===== src/rtl/pwm_pkg.sv =====
package pwm_pkg;

    localparam int CNT_W = 8;
    localparam int DIV_W = 10;
    localparam int SEL_W = 3;

    localparam int ADDR_CTRL = 0;
    localparam int ADDR_CMP  = 1;

    typedef enum logic [1:0] {
        OM_OFF     = 2'd0,
        OM_OFF_ALT = 2'd1,
        OM_NONINV  = 2'd2,
        OM_INV     = 2'd3
    } outmode_e;

    typedef struct packed {
        outmode_e             mode;
        logic [SEL_W-1:0]     clk_sel;
    } ctrl_t;

    typedef struct packed {
        logic [CNT_W-1:0] value;
        logic             rising;
    } cnt_state_t;

    // log2 of the division ratio for each rate code
    function automatic int unsigned presc_shift(logic [SEL_W-1:0] sel);
        case (sel)
            3'd2:    return 3;
            3'd3:    return 5;
            3'd4:    return 6;
            3'd5:    return 7;
            3'd6:    return 8;
            3'd7:    return 10;
            default: return 0;
        endcase
    endfunction

    function automatic logic drives_pin(outmode_e m);
        return (m == OM_NONINV) || (m == OM_INV);
    endfunction

endpackage


===== src/rtl/pwm_prescaler.sv =====
module pwm_prescaler
    import pwm_pkg::*;
#(
    parameter int DIV_BITS = DIV_W
) (
    input  logic             clk,
    input  logic             rst,
    input  logic [SEL_W-1:0] sel,
    output logic             tick
);

    localparam int NSEL = 2 ** SEL_W;

    logic [DIV_BITS-1:0] div_q;
    logic [DIV_BITS-1:0] mask_tab [NSEL];

    always_ff @(posedge clk) begin
        if (rst) div_q <= '0;
        else     div_q <= div_q + 1'b1;
    end

    for (genvar g = 0; g < NSEL; g++) begin : g_mask
        localparam int unsigned SH_RAW = presc_shift(SEL_W'(g));
        localparam int unsigned SH     = (SH_RAW > DIV_BITS) ? DIV_BITS : SH_RAW;
        assign mask_tab[g] = DIV_BITS'((64'd1 << SH) - 64'd1);
    end

    assign tick = (sel != '0) && ((div_q & mask_tab[sel]) == mask_tab[sel]);

    // a halted rate code never produces a step
    a_r3_halt_no_tick: assert property (@(posedge clk) disable iff (rst)
        (sel == '0) |-> !tick);

endmodule


===== src/rtl/pwm_updown_counter.sv =====
module pwm_updown_counter
    import pwm_pkg::*;
#(
    parameter int WIDTH = CNT_W
) (
    input  logic             clk,
    input  logic             rst,
    input  logic             tick,
    input  logic             cmp_we,
    input  logic [WIDTH-1:0] cmp_wdata,
    output logic [WIDTH-1:0] cnt,
    output logic             rising,
    output logic [WIDTH-1:0] cnt_nxt,
    output logic [WIDTH-1:0] cmp_eff,
    output logic             hit_bottom
);

    localparam logic [WIDTH-1:0] TOP = '1;
    localparam logic [WIDTH-1:0] BOT = '0;

    typedef struct packed {
        logic [WIDTH-1:0] value;
        logic             rising;
    } st_t;

    st_t              st_q, st_d;
    logic [WIDTH-1:0] cmp_buf_q;
    logic [WIDTH-1:0] cmp_act_q;
    logic             reach_top;

    always_comb begin
        st_d = st_q;
        if (st_q.rising) begin
            st_d.value  = st_q.value + 1'b1;
            st_d.rising = (st_d.value != TOP);
        end else begin
            st_d.value  = st_q.value - 1'b1;
            st_d.rising = (st_d.value == BOT);
        end
    end

    assign cnt_nxt    = st_d.value;
    assign reach_top  = tick && (st_d.value == TOP);
    assign hit_bottom = tick && (st_d.value == BOT);
    assign cmp_eff    = reach_top ? cmp_buf_q : cmp_act_q;

    always_ff @(posedge clk) begin
        if (rst) begin
            st_q.value  <= BOT;
            st_q.rising <= 1'b1;
        end else if (tick) begin
            st_q <= st_d;
        end
    end

    always_ff @(posedge clk) begin
        if (rst)         cmp_buf_q <= '0;
        else if (cmp_we) cmp_buf_q <= cmp_wdata;
    end

    always_ff @(posedge clk) begin
        if (rst)            cmp_act_q <= '0;
        else if (reach_top) cmp_act_q <= cmp_buf_q;
    end

    assign cnt    = st_q.value;
    assign rising = st_q.rising;

    // one step moves the count by exactly one
    a_r2_unit_step: assert property (@(posedge clk) disable iff (rst)
        tick |=> ((cnt == WIDTH'($past(cnt) + 1'b1)) || (cnt == WIDTH'($past(cnt) - 1'b1))));
    // without a step the count holds
    a_r2_hold: assert property (@(posedge clk) disable iff (rst)
        !tick |=> $stable(cnt));
    // turnaround points carry the right direction
    a_r2_peak_falls: assert property (@(posedge clk) disable iff (rst)
        (cnt == TOP) |-> !rising);
    a_r2_floor_rises: assert property (@(posedge clk) disable iff (rst)
        (cnt == BOT) |-> rising);
    // live compare value changes only at the peak
    a_r8_load_at_peak: assert property (@(posedge clk) disable iff (rst)
        !$stable(cmp_act_q) |-> (cnt == TOP));

endmodule


===== src/rtl/pwm_wave_gen.sv =====
module pwm_wave_gen
    import pwm_pkg::*;
#(
    parameter int WIDTH = CNT_W
) (
    input  logic             clk,
    input  logic             rst,
    input  logic             tick,
    input  logic             step_up,
    input  logic [WIDTH-1:0] cnt_nxt,
    input  logic [WIDTH-1:0] cmp_eff,
    input  outmode_e         mode,
    output logic             pwm,
    output logic             oe
);

    localparam logic [WIDTH-1:0] TOP = '1;
    localparam logic [WIDTH-1:0] BOT = '0;

    logic lvl_q, lvl_d;

    always_comb begin
        lvl_d = lvl_q;
        if (tick) begin
            if (cmp_eff == BOT)          lvl_d = 1'b0;
            else if (cmp_eff == TOP)     lvl_d = 1'b1;
            else if (cnt_nxt == cmp_eff) lvl_d = !step_up;
        end
    end

    always_ff @(posedge clk) begin
        if (rst) lvl_q <= 1'b0;
        else     lvl_q <= lvl_d;
    end

    assign oe  = drives_pin(mode);
    assign pwm = oe && (lvl_q ^ (mode == OM_INV));

    // compare at bottom pins the true level low
    a_r6_floor_low: assert property (@(posedge clk) disable iff (rst)
        (tick && (cmp_eff == BOT)) |=> !lvl_q);
    // compare at peak pins the true level high
    a_r6_peak_high: assert property (@(posedge clk) disable iff (rst)
        (tick && (cmp_eff == TOP)) |=> lvl_q);
    // off modes keep the pin quiet
    a_r7_off_quiet: assert property (@(posedge clk) disable iff (rst)
        !mode[1] |-> (!pwm && !oe));

endmodule


===== src/rtl/pwm_dual_slope_timer.sv =====
module pwm_dual_slope_timer
    import pwm_pkg::*;
#(
    parameter int WIDTH    = CNT_W,
    parameter int DIV_BITS = DIV_W
) (
    input  logic             clk,
    input  logic             rst,
    input  logic             wr_en,
    input  logic             wr_addr,
    input  logic [WIDTH-1:0] wr_data,
    input  logic             ovf_clr,
    output logic [WIDTH-1:0] cnt_o,
    output logic             pwm_o,
    output logic             pwm_oe,
    output logic             ovf_o
);

    ctrl_t            ctrl_q;
    logic             tick;
    logic             rising;
    logic [WIDTH-1:0] cnt_nxt;
    logic [WIDTH-1:0] cmp_eff;
    logic             hit_bottom;
    logic             ovf_q;
    logic             cmp_we;
    logic             ctrl_we;
    logic             unused_wr_bits;

    assign ctrl_we        = wr_en && (wr_addr == 1'(ADDR_CTRL));
    assign cmp_we         = wr_en && (wr_addr == 1'(ADDR_CMP));
    assign unused_wr_bits = ^{wr_data[WIDTH-1:6], wr_data[3]};

    always_ff @(posedge clk) begin
        if (rst) begin
            ctrl_q.mode    <= OM_OFF;
            ctrl_q.clk_sel <= '0;
        end else if (ctrl_we) begin
            ctrl_q.mode    <= outmode_e'(wr_data[5:4]);
            ctrl_q.clk_sel <= wr_data[SEL_W-1:0];
        end
    end

    pwm_prescaler #(.DIV_BITS(DIV_BITS)) u_presc (
        .clk  (clk),
        .rst  (rst),
        .sel  (ctrl_q.clk_sel),
        .tick (tick)
    );

    pwm_updown_counter #(.WIDTH(WIDTH)) u_cnt (
        .clk        (clk),
        .rst        (rst),
        .tick       (tick),
        .cmp_we     (cmp_we),
        .cmp_wdata  (wr_data),
        .cnt        (cnt_o),
        .rising     (rising),
        .cnt_nxt    (cnt_nxt),
        .cmp_eff    (cmp_eff),
        .hit_bottom (hit_bottom)
    );

    pwm_wave_gen #(.WIDTH(WIDTH)) u_wave (
        .clk     (clk),
        .rst     (rst),
        .tick    (tick),
        .step_up (rising),
        .cnt_nxt (cnt_nxt),
        .cmp_eff (cmp_eff),
        .mode    (ctrl_q.mode),
        .pwm     (pwm_o),
        .oe      (pwm_oe)
    );

    always_ff @(posedge clk) begin
        if (rst)             ovf_q <= 1'b0;
        else if (hit_bottom) ovf_q <= 1'b1;
        else if (ovf_clr)    ovf_q <= 1'b0;
    end

    assign ovf_o = ovf_q;

    // every arrival at the bottom raises the flag
    a_r9_set_on_bottom: assert property (@(posedge clk) disable iff (rst)
        hit_bottom |=> ovf_o);
    // the flag only rises through a bottom arrival
    a_r9_sticky: assert property (@(posedge clk) disable iff (rst)
        $rose(ovf_o) |-> (cnt_o == '0));
    // a clear without a competing set lowers the flag
    a_r10_clear: assert property (@(posedge clk) disable iff (rst)
        (ovf_clr && !hit_bottom) |=> !ovf_o);

endmodule


===== config.mk =====
export PLATFORM = sky130hd
export DESIGN_NAME = pwm_dual_slope_timer
export DESIGN_NICKNAME = d
export VERILOG_FILES = /design/src/rtl/pwm_pkg.sv /design/src/rtl/pwm_prescaler.sv /design/src/rtl/pwm_updown_counter.sv /design/src/rtl/pwm_wave_gen.sv /design/src/rtl/pwm_dual_slope_timer.sv
export SDC_FILE = /design/constraint.sdc
export NUM_CORES = 1
export LEC_CHECK = 0
export ABC_AREA = 1
export BUFFER_PORTS_ARGS = -buffer_cell sky130_fd_sc_hd__buf_4
export CAP_MARGIN = 20
export CORE_ASPECT_RATIO = 1.75
export CORE_UTILIZATION = 55
export DETAILED_ROUTE_END_ITERATION = 6
export PLACE_DENSITY = 0.8
export SYNTH_ARGS = -nofsm -noshare
export SYNTH_HDL_FRONTEND = slang
export SYNTH_SLANG_ARGS = --single-unit

===== constraint.sdc =====
create_clock -name clk -period 5.75 [get_ports clk]
set_input_delay 0 -clock clk [delete_from_list [all_inputs] [get_ports clk]]
set_output_delay 0 -clock clk [all_outputs]
set_load 0.1 [all_outputs]

# After elaboration in Yosys (flattened, before gate mapping)
# Memories as Yosys holds them, arrays and structs flattened.
# Cells that the tools add are included.
# totals
regBits	42
mem_bits_ro	80
input_bits	13
output_inout_bits	11
word_cells	49
memories	1
# mem_list
name	depth	width	read_ports	rd_ports_with_merged_regs	wr	line	rtl
(name not given)	8	10	1	0	0	pwm_prescaler.sv:28	assign tick = (sel != '0) && ((div_q & mask_tab[sel]) == mask_tab[sel]);
# classes
n_addsub	3
n_lt_le_gt_ge	1
n_eq_ne	7
n_mux	9
n_bitwise	4
n_reduce_logical	15
# op_table
operator	n
$logic_not A8 Y1	3
$mux W10	2
$eq A8 B8 Y1 const B	2
$add A10 B1 Y10 const B	1
$and A10 B10 Y10	1
$eq A10 B10 Y1	1
$mux W9	1
$add A8 B1 Y8 const B	1
$eq A8 B8 Y1	1
$mux W8	1
$ne A8 B8 Y1 const B	1
$sub A8 B1 Y8 const B	1
$logic_and A1 B1 Y1	6
$reduce_bool A3 Y1	2
$mux W1	5
$eq A2 B2 Y1 const B	2
$ge A4 B4 Y1 const B	1
$not A3 Y4	1
$reduce_and A2 Y1	1
$reduce_bool A2 Y1	1
$logic_not A1 Y1	1
$logic_or A1 B1 Y1	1
$not A1 Y1	1
$xor A1 B1 Y1	1

# Depth between registers and ports, before layout
# Gate-level depths: netlist of the first run.
# depth
depth_word	13
ltp_mapped	22

# Cells and area by module
# Synthesis of the first run repeated with hierarchy kept, for this count alone.
# unflattened
cells_unflattened	426
hier_area_um2	2620.0
# modules_own_cells
module	instances	cells_each	area_each_um2	seq_area_each_um2
pwm_updown_counter	1	256	1605.3	500.5
pwm_prescaler	1	77	508.0	200.2
pwm_dual_slope_timer	1	40	257.7	120.1
pwm_wave_gen	1	53	249.0	20.0

# Worst setup path after synthesis of the first run
# No wires, ideal clock.
# synth_path
kind	reg-to-reg
startpoint	register u_cnt.st_q, in the netlist u_cnt.cnt[0]
endpoint	register u_wave.lvl_q
setup_time_ns	0.115
t_arrival_ns	3.173
t_required_ns	5.635
slack_ns	2.462
stages_incl_launch_ff	22
n_path_buf	0
cell_sequence	dfxtp_1 > inv_2 > ha_1 > inv_1 > nand2_1 > nand2_1 > nand2_1 > and2_4 > nor2_1 > nand3_4 > nor2_4 > nand2_1 > nand2_2 > nand2_1 > clkinv_1 > nand2_1 > nor2_1 > nor2_2 > nand2_2 > nand3_1 > nand2_1 > nor2_1
# synth_via
elab_chain_cells	8
elab_cells_between_ends	13
cone_classes	2 x add/sub; 3 x eq/ne; 4 x mux; 4 x reduce/logical
# synth_rtl
element	line	rtl
start: declaration	pwm_updown_counter.sv:26	st_t st_q, st_d;
start signal: assignment	pwm_updown_counter.sv:52	st_q <= st_d;
$sub A8 B1 Y8 or $add A8 B1 Y8 (tied branches)	pwm_updown_counter.sv:37, pwm_updown_counter.sv:34	
$mux W9 (*)	pwm_updown_counter.sv:33	if (st_q.rising) begin
$eq A8 B8 Y1	pwm_updown_counter.sv:43	assign reach_top = tick && (st_d.value == TOP);
$logic_and A1 B1 Y1	pwm_updown_counter.sv:43	
$mux W8	pwm_updown_counter.sv:45	assign cmp_eff = reach_top ? cmp_buf_q : cmp_act_q;
$eq A8 B8 Y1, or another cell as far along	pwm_wave_gen.sv:27	else if (cnt_nxt == cmp_eff) lvl_d = !step_up;
$reduce_bool A3 Y1 (no source line) or $mux W1 (tied branches)	--	
$reduce_and A2 Y1 (no source line) or $mux W1 (tied branches)	--	
end signal: assignment	pwm_wave_gen.sv:33	else lvl_q <= lvl_d;
end: declaration	pwm_wave_gen.sv:20	logic lvl_q, lvl_d;
# Every way passes the cells marked *; elsewhere a longest branch is shown, timed or not.
# A chain may end at the register's enable or synchronous reset.

# Worst setup path after layout of the first run
# Same ends and word-level chain as after synthesis.

==> summary.txt, run 1 <==
Placed design
  • DP Wirelength: a little under 5000 um
  • Dpl ws: about 2.8 ns
  • GP Congestion: 0.953
  • Placed Cells: 435
  • Port Buffers: 23
  • DP Area: 2600 um2

Global route
  • Vias in the first global route: ~2400
  • Number of antenna violations at the first check in global routing: 0
  • Global-route wire length before repair: 10200 um
  • Global Route Usage Sum: about 30%
  • Total grt overflow: 0
  • Largest net degree at the start of global routing: 26

Synthesis
  • Number of synthesized register bits: 42
  • Post-Syn Area per Cell: 6.47 um2
  • Mapped cell area: 2410 um2
  • Synth unique cells: 33
  • Sequential share of the synthesized area: 34.9%
  • Fraction of registers with async set/reset: 0%
  • Synth Flop Type: dfxtp_1
  • Ys Warns: 0
  • Post-Syn Nets: slightly below 400
  • Post-Syn Instances: about 370
  • Number of synthesized flops with an enable pin: 0

Setup path
  • Crit path DAT: ~3.2 ns
  • Setup CP Type: flip-flop to flip-flop
  • Startpoint Class: flip-flop
  • CP Max Fanout: 10
  • Crit path required time: around 5.9 ns
  • Setup crit end kind: flip-flop

Drt
  • WL/cell: 14.1 um
  • DRT Wirelength: 6330 um
  • Vias per inst: 5.55
  • DRC Markers: 0
  • DRT antenna net count: 0
  • Initial DRC count: 72
  • Via count: 2498
  • DR pass1 iterations: 4

Finish
  • Most common cell after layout, fill and taps aside: nand2_1
  • Inserted Diodes: 0
  • Final Cell Area: 2770 um2
  • Post-Layout Cell Count: 450
  • Final core utilization: 66.7%
  • Layout cells sized above 1: a little over an eighth
  • # nets final: 420
  • Area Overhead vs Synth: 15.0%
  • Most frequent cells in the layout: nand2_1, nor2_1, dfxtp_1

STA
  • Worst rel slew slack: between 50% and 60%
  • Clock skew: 0.00963 ns
  • Maximum clock frequency: about 0.33 GHz
  • Tcrit/Tclk final: 52.3%
  • Fin Setup TNS: 0 ns
  • Slew Viols, Final: 0
  • Final setup margin: 2.74 ns
  • RSZ-0062 raised after global routing: false
  • Final setup fails: 0
  • Post-route minimum period: 3.01 ns
  • Hold Vio Cnt, Final: 0
  • Worst slew pin tran: between 0.6 and 0.7 ns

Floorplanning
  • Die height: just under 90 um
  • Starting Density: 58.0%
  • Rows: 31
  • Ports: 24
  • Die W: approximately 52 um
  • Die area: about 4700 um2
  • Core Region: 4150 um2

Run
  • Max cap viols: 0

Pwr
  • Leakage: 1.26 nW
  • Maximum vdd drop: 0.192 mV
  • Pwr dens: 230 nW/um2

Hold path
  • Hold Path Class: primary input to flip-flop

Clock network
  • Worst-Skew Late Latency: between 0.2 and 0.3 ns
  • Root Driver: clkbuf_8
  • Reg clk slew, reported paths: 0.08 ns
  • # clock sinks: 42
  • TritonCTS buffer count: 5
  • Worst-case clock buffer depth: 2
  • CTS tree: done
  • Cts repair resizes: 0
  • Htree depth: 2

Run status
  • Outcome: completed
-- path summary, 6_finish.rpt --
kind	start	endpoint	slack (ns)	depth (start not counted)
setup / recovery	u_cnt.cnt[0]$_SDFFE_PP0P_	u_wave.lvl_q$_SDFFE_PP0P_	2.74	19
setup reg to reg	u_cnt.cnt[0]$_SDFFE_PP0P_	u_wave.lvl_q$_SDFFE_PP0P_	2.74	19
hold reg to reg	u_presc.div_q[0]$_SDFF_PP0_	u_presc.div_q[0]$_SDFF_PP0_	0.45	1
hold / removal	rst	u_presc.div_q[1]$_SDFF_PP0_	0.02	2
-- flip-flops by register name, summed over array words and instances (netlist names) --
name             count
u_cnt.cmp_buf_q      8
u_cnt.rising         1
u_wave.lvl_q         1
u_presc.div_q       10
ctrl_q               5
ovf_o                1
u_cnt.cmp_act_q      8
u_cnt.cnt            8
-- synthesized netlist by cell type, types with 2 or more instances --
cell	number	area, um2
a21oi_1	23	115
buf_2	3	15.0
buf_4	2	15.0
clkbuf_1	3	11.3
dfxtp_1	42	841
ha_1	5	62.6
inv_1	35	131
inv_2	4	15.0
nand2_1	90	338
nand2_2	6	37.5
nand3_1	35	175
nand3_4	2	35.0
nand4_1	5	31.3
nor2_1	56	210
nor2_2	6	37.5
nor2_4	2	22.5
nor3_1	4	20.0
o21ai_0	23	115
o21ai_1	10	50.1
xnor2_1	3	26.3
-- stage by stage --
stage / hold slack, ns / power, mW
after floorplan: 0.135 / 0.419
after global placement: 0.233 / 0.450
after detailed placement: 0.240 / 0.452
after CTS: 0.0181 / 0.639
after global routing: 0.0380 / 0.664
final: 0.0198 / 0.638
-- critical path, cell delays in order, from the launching register on --
cell and delay, ns:
dfxtp_1 0.52, inv_2 0.16, ha_1 0.30, inv_1 0.07
nand2_1 0.04, nand2_1 0.09, nand2_1 0.05, and2_4 0.17
nor2_1 0.17, nand3_4 0.18, o21ai_1 0.34, nand2_1 0.15
nor2_1 0.12, nand2_1 0.07, nor2_2 0.12, inv_1 0.05
nand2_1 0.07, nand3_1 0.08, nand2_1 0.09, nor2_1 0.04
-- kinds of logic after synthesis --
logic type                 share of synthesized area [%]
AOI/OAI and AO/OA                                   13.6
xor gates and xnor gates                            1.45
adders and majority gates                           2.60
buffers and inverters                               8.10
DFF                                                 34.9
and+or+nand+nor                                     39.3
-- report_power, final --
group	internal [mW]	switching, mW	leakage, nW	total [mW]
Sequential	0.303	0.0144	0.342	0.317
Clock	0.0926	0.0933	0.0431	0.186
Combinational	0.0425	0.0925	0.870	0.135
-- cell type report --
cell class	count	area [um2]
fill	363	1380
multi-input combinational	281	1370
sequential	42	841
timing repair buffer	32	263
inverter	40	150
clock buffer	6	82.6
tap	49	61.3
-- timing repair --
item                       in CTS  in global routing
setup buffers                   0                  0
hold buffers                    9                  0
setup endpoints to repair       0                  0
hold endpoints to repair       11                  0
-- routing by layer --
metal | routed length [um] | part of all wire (%) | track usage [%]
met1 | 2240 | 35 | 26.9
met2 | 3370 | 53 | 54.9
met3 | 208 | 3.3 | 5.27
met4 | 520 | 8.2 | 27.5
met5 | 0 | 0 | 0
(Power assumes the default switching activity.)
==> run 2: changes to the inputs <==
ABC_AREA = 0   (was 1)
clock period = 2.9 ns   (was 5.75 ns; I/O delays follow)
==> run 2 against run 1 <==
Sequential power up 93%. Worst hold slack improved by 0.0075 ns. Total power is 87% higher. Cell count decreased by 16%. Routed wire length down 6.7%. Synthesized cell count shrank 20%. Core utilization up 3.2 points. Worst setup slack got worse by 2.6 ns. Clock power is 100% higher.
==> summary.txt, run 2 <==
Clock network
  • TritonCTS buffer count: 5
  • CTS tree: done
  • Reg clk slew, reported paths: 0.08 ns
  • Worst-Skew Late Latency: 0.29 ns
  • Htree depth: 2
  • Root Driver: clkbuf_8
  • # clock sinks: 42
  • Worst-case clock buffer depth: 2

Global route
  • Total grt overflow: 0
  • Largest net degree at the start of global routing: 43
  • Global-route wire length before repair: 9180 um
  • Number of antenna violations at the first check in global routing: 0
  • Global Route Usage Sum: 25.8%
  • Vias in the first global route: 2068

Finish
  • Most common cell after layout, fill and taps aside: dfxtp_1
  • # nets final: 347
  • Largest Register: u_presc.div_q
  • Layout cells sized above 1: 21.8%
  • Flip-flop count of the largest register after layout: 10
  • Most frequent cells in the layout: dfxtp_1, nand2_1, buf_4
  • Area Overhead vs Synth: 20.3%
  • Inserted Diodes: 0

Run status
  • Outcome: completed

Synthesis
  • Number of synthesized register bits: 42
  • Post-Syn Area per Cell: 8.15 um2
  • Sequential share of the synthesized area: 34.5%
  • Post-Syn Nets: 317
  • Fraction of registers with async set/reset: 0%
  • Top cell type's share of synthesized area: 34.5%
  • Synth Flop Type: dfxtp_1
  • Post-synth top cells: dfxtp_1, nand2_1, nor2_1, a21oi_1, nand3_1
  • Top cells by area, synth: dfxtp_1, nand2_1, nor2_1, a21oi_1, nand3_1
  • Number of synthesized flops with an enable pin: 0
  • Most common cell in the netlist: dfxtp_1
  • Leading area contributor after synthesis: dfxtp_1
  • Synth unique cells: 53
  • Post-Syn Instances: 299
  • Mapped cell area: 2440 um2
  • Ys Warns: 0

Placed design
  • GP Congestion: 0.895
  • Port Buffers: 23
  • DP Wirelength: between 4000 and 5000 um

Floorplanning
  • Die W: 52.3 um
  • Die area: roughly 4700 um2
  • Die height: between 90 and 100 um
  • Starting Density: 58.2%
  • Core Region: 4190 um2
  • Ports: 24
  • Rows: 31

Setup path
  • CP Max Fanout: 8
  • Startpoint Class: flip-flop
  • Crit path required time: 3.12 ns
  • Setup crit end kind: flip-flop
  • RR Endpoint: u_wave.lvl_q$_SDFFE_PP0P_
  • Crit path DAT: 2.93 ns
  • R2R setup slack: 0.18 ns
  • Reg2Reg Launch Point: u_cnt.cnt[0]$_SDFFE_PP0P_
  • Worst reg2reg path depth: 11
  • Setup CP Type: flip-flop to flip-flop

Pwr
  • Clk network pwr share: 31.6%
  • Leakage: around 1.2 nW
  • Maximum vdd drop: about 0.64 mV
  • Switching pwr: 0.347 mW
  • Pwr dens: 407 nW/um2
  • Int Pwr: 0.847 mW
  • Net Sw Frac: approximately 29%
  • Seq pwr share: 51.2%
  • Comb pwr share: around 17%
  • Power Total: between 1 and 1.5 mW

Hold path
  • Hold Startpoint: wr_addr
  • Hold Path Class: primary input to flip-flop
  • Number of cells on the worst hold path: 3
  • Worst Hold End: u_cnt.cmp_buf_q[0]$_SDFFE_PP0P_

STA
  • Final setup fails: 0
  • RSZ-0062 raised after global routing: false
  • Hold WS: 0.0273 ns
  • Fin Setup TNS: 0 ns
  • Tcrit/Tclk final: between 90% and 100%
  • Worst slew pin tran: 0.429 ns
  • Slew Viols, Final: 0
  • Hold Vio Cnt, Final: 0
  • Clock skew: 0.00722 ns
  • Maximum clock frequency: 0.368 GHz
  • Post-route minimum period: 2.72 ns
  • Worst rel slew slack: 71.2%

Run
  • Max cap viols: 0

Drt
  • Initial DRC count: 73
  • DRC Markers: 0
  • WL/cell: 15.6 um
  • DR pass1 iterations: 4
  • DRT Wirelength: between 5000 and 6000 um
  • Via count: 2248
  • Vias per inst: between 5 and 6
  • DRT antenna net count: 0
[run 2: repair_timing]
item / in CTS / in global routing
cloned: 0 / 0
hold buffers: 9 / 0
pin swaps: 0 / 4
resized for setup: 1 / 11
setup buffers: 0 / 2
setup endpoints to repair: 1 / 1
endpoints found under the hold margin: 14 / 0
[run 2: layout make-up]
cell class,instances,area [um2]
fillers,364,1260
inverters,6,22.5
multi-input cells,232,1560
clock buffers,5,68.8
repair buffers,42,338
clock inverters,3,20.0
well taps,49,61.3
flip-flops and latches,42,862
[run 2: power groups by stage]
stage	Sequential (mW)	Combinational (mW)	Clock, mW
2_1_floorplan	0.641	0.110	0
3_3_place_gp	0.625	0.168	0
3_5_place_dp	0.627	0.170	0
4_1_cts	0.613	0.183	0.387
5_1_grt	0.614	0.222	0.409
6_report	0.612	0.206	0.377
[run 2: worst max-delay path by stage]
stage	start	end	slack, ns	cells after the start
floorplan	u_cnt.cnt[0]$_SDFFE_PP0P_	u_wave.lvl_q$_SDFFE_PP0P_	0.003	14
CTS	u_cnt.cnt[0]$_SDFFE_PP0P_	u_wave.lvl_q$_SDFFE_PP0P_	0.05	12
global placement	u_cnt.cnt[0]$_SDFFE_PP0P_	u_wave.lvl_q$_SDFFE_PP0P_	0.13	12
global route	u_cnt.cnt[0]$_SDFFE_PP0P_	u_wave.lvl_q$_SDFFE_PP0P_	0.004	11
finish	u_cnt.cnt[0]$_SDFFE_PP0P_	u_wave.lvl_q$_SDFFE_PP0P_	0.18	11
detailed placement	u_cnt.cnt[0]$_SDFFE_PP0P_	u_wave.lvl_q$_SDFFE_PP0P_	0.02	12
[run 2: critical path, stage by stage (launching register included)]
cell      delay [ns]
dfxtp_4         0.39
ha_1            0.26
and4_1          0.23
a21oi_2         0.19
xnor2_2         0.16
and4_4          0.28
and3_1          0.27
mux2i_1         0.22
o211a_1         0.17
nand4_1         0.10
mux2i_1         0.15
a211oi_2        0.21
[run 2: cell families (layout without fill, tap and decap cells)]
group                    Yosys count  after routing  synth area share, %
AND/OR/NAND/NOR                  139            139                 29.6
AO/OA/AOI/OAI                     52             52                 14.0
flip-flops                        42             42                 34.5
XOR/XNOR                          25             25                 9.60
buffers and inverters             25             56                 4.83
multiplexers                      11             11                 4.83
adder cells (fa/ha/maj)            5              5                 2.57
[run 2: layer usage]
metal / wire (um) / vias up / track usage (%)
met1: 2380 / 1073 / 27.6
met4: 216 / 0 / 14.3
li1: - / 1105 / -
met3: 133 / 16 / 3.89
met2: 3170 / 54 / 45.1
met5: 0 / - / 0
[run 2: per-stage QoR]
step / area [um2] / std cells / utilization, % / worst slack, ns
global route: 2930 / 379 / 70.0 / 0.00405
finish: 2930 / 379 / 70.0 / 0.185
global placement: 2680 / 360 / 64.1 / 0.133
CTS: 2870 / 377 / 68.5 / 0.0465
detailed placement: 2680 / 360 / 64.1 / 0.0245
floorplan: 2490 / 299 / - / 0.00290
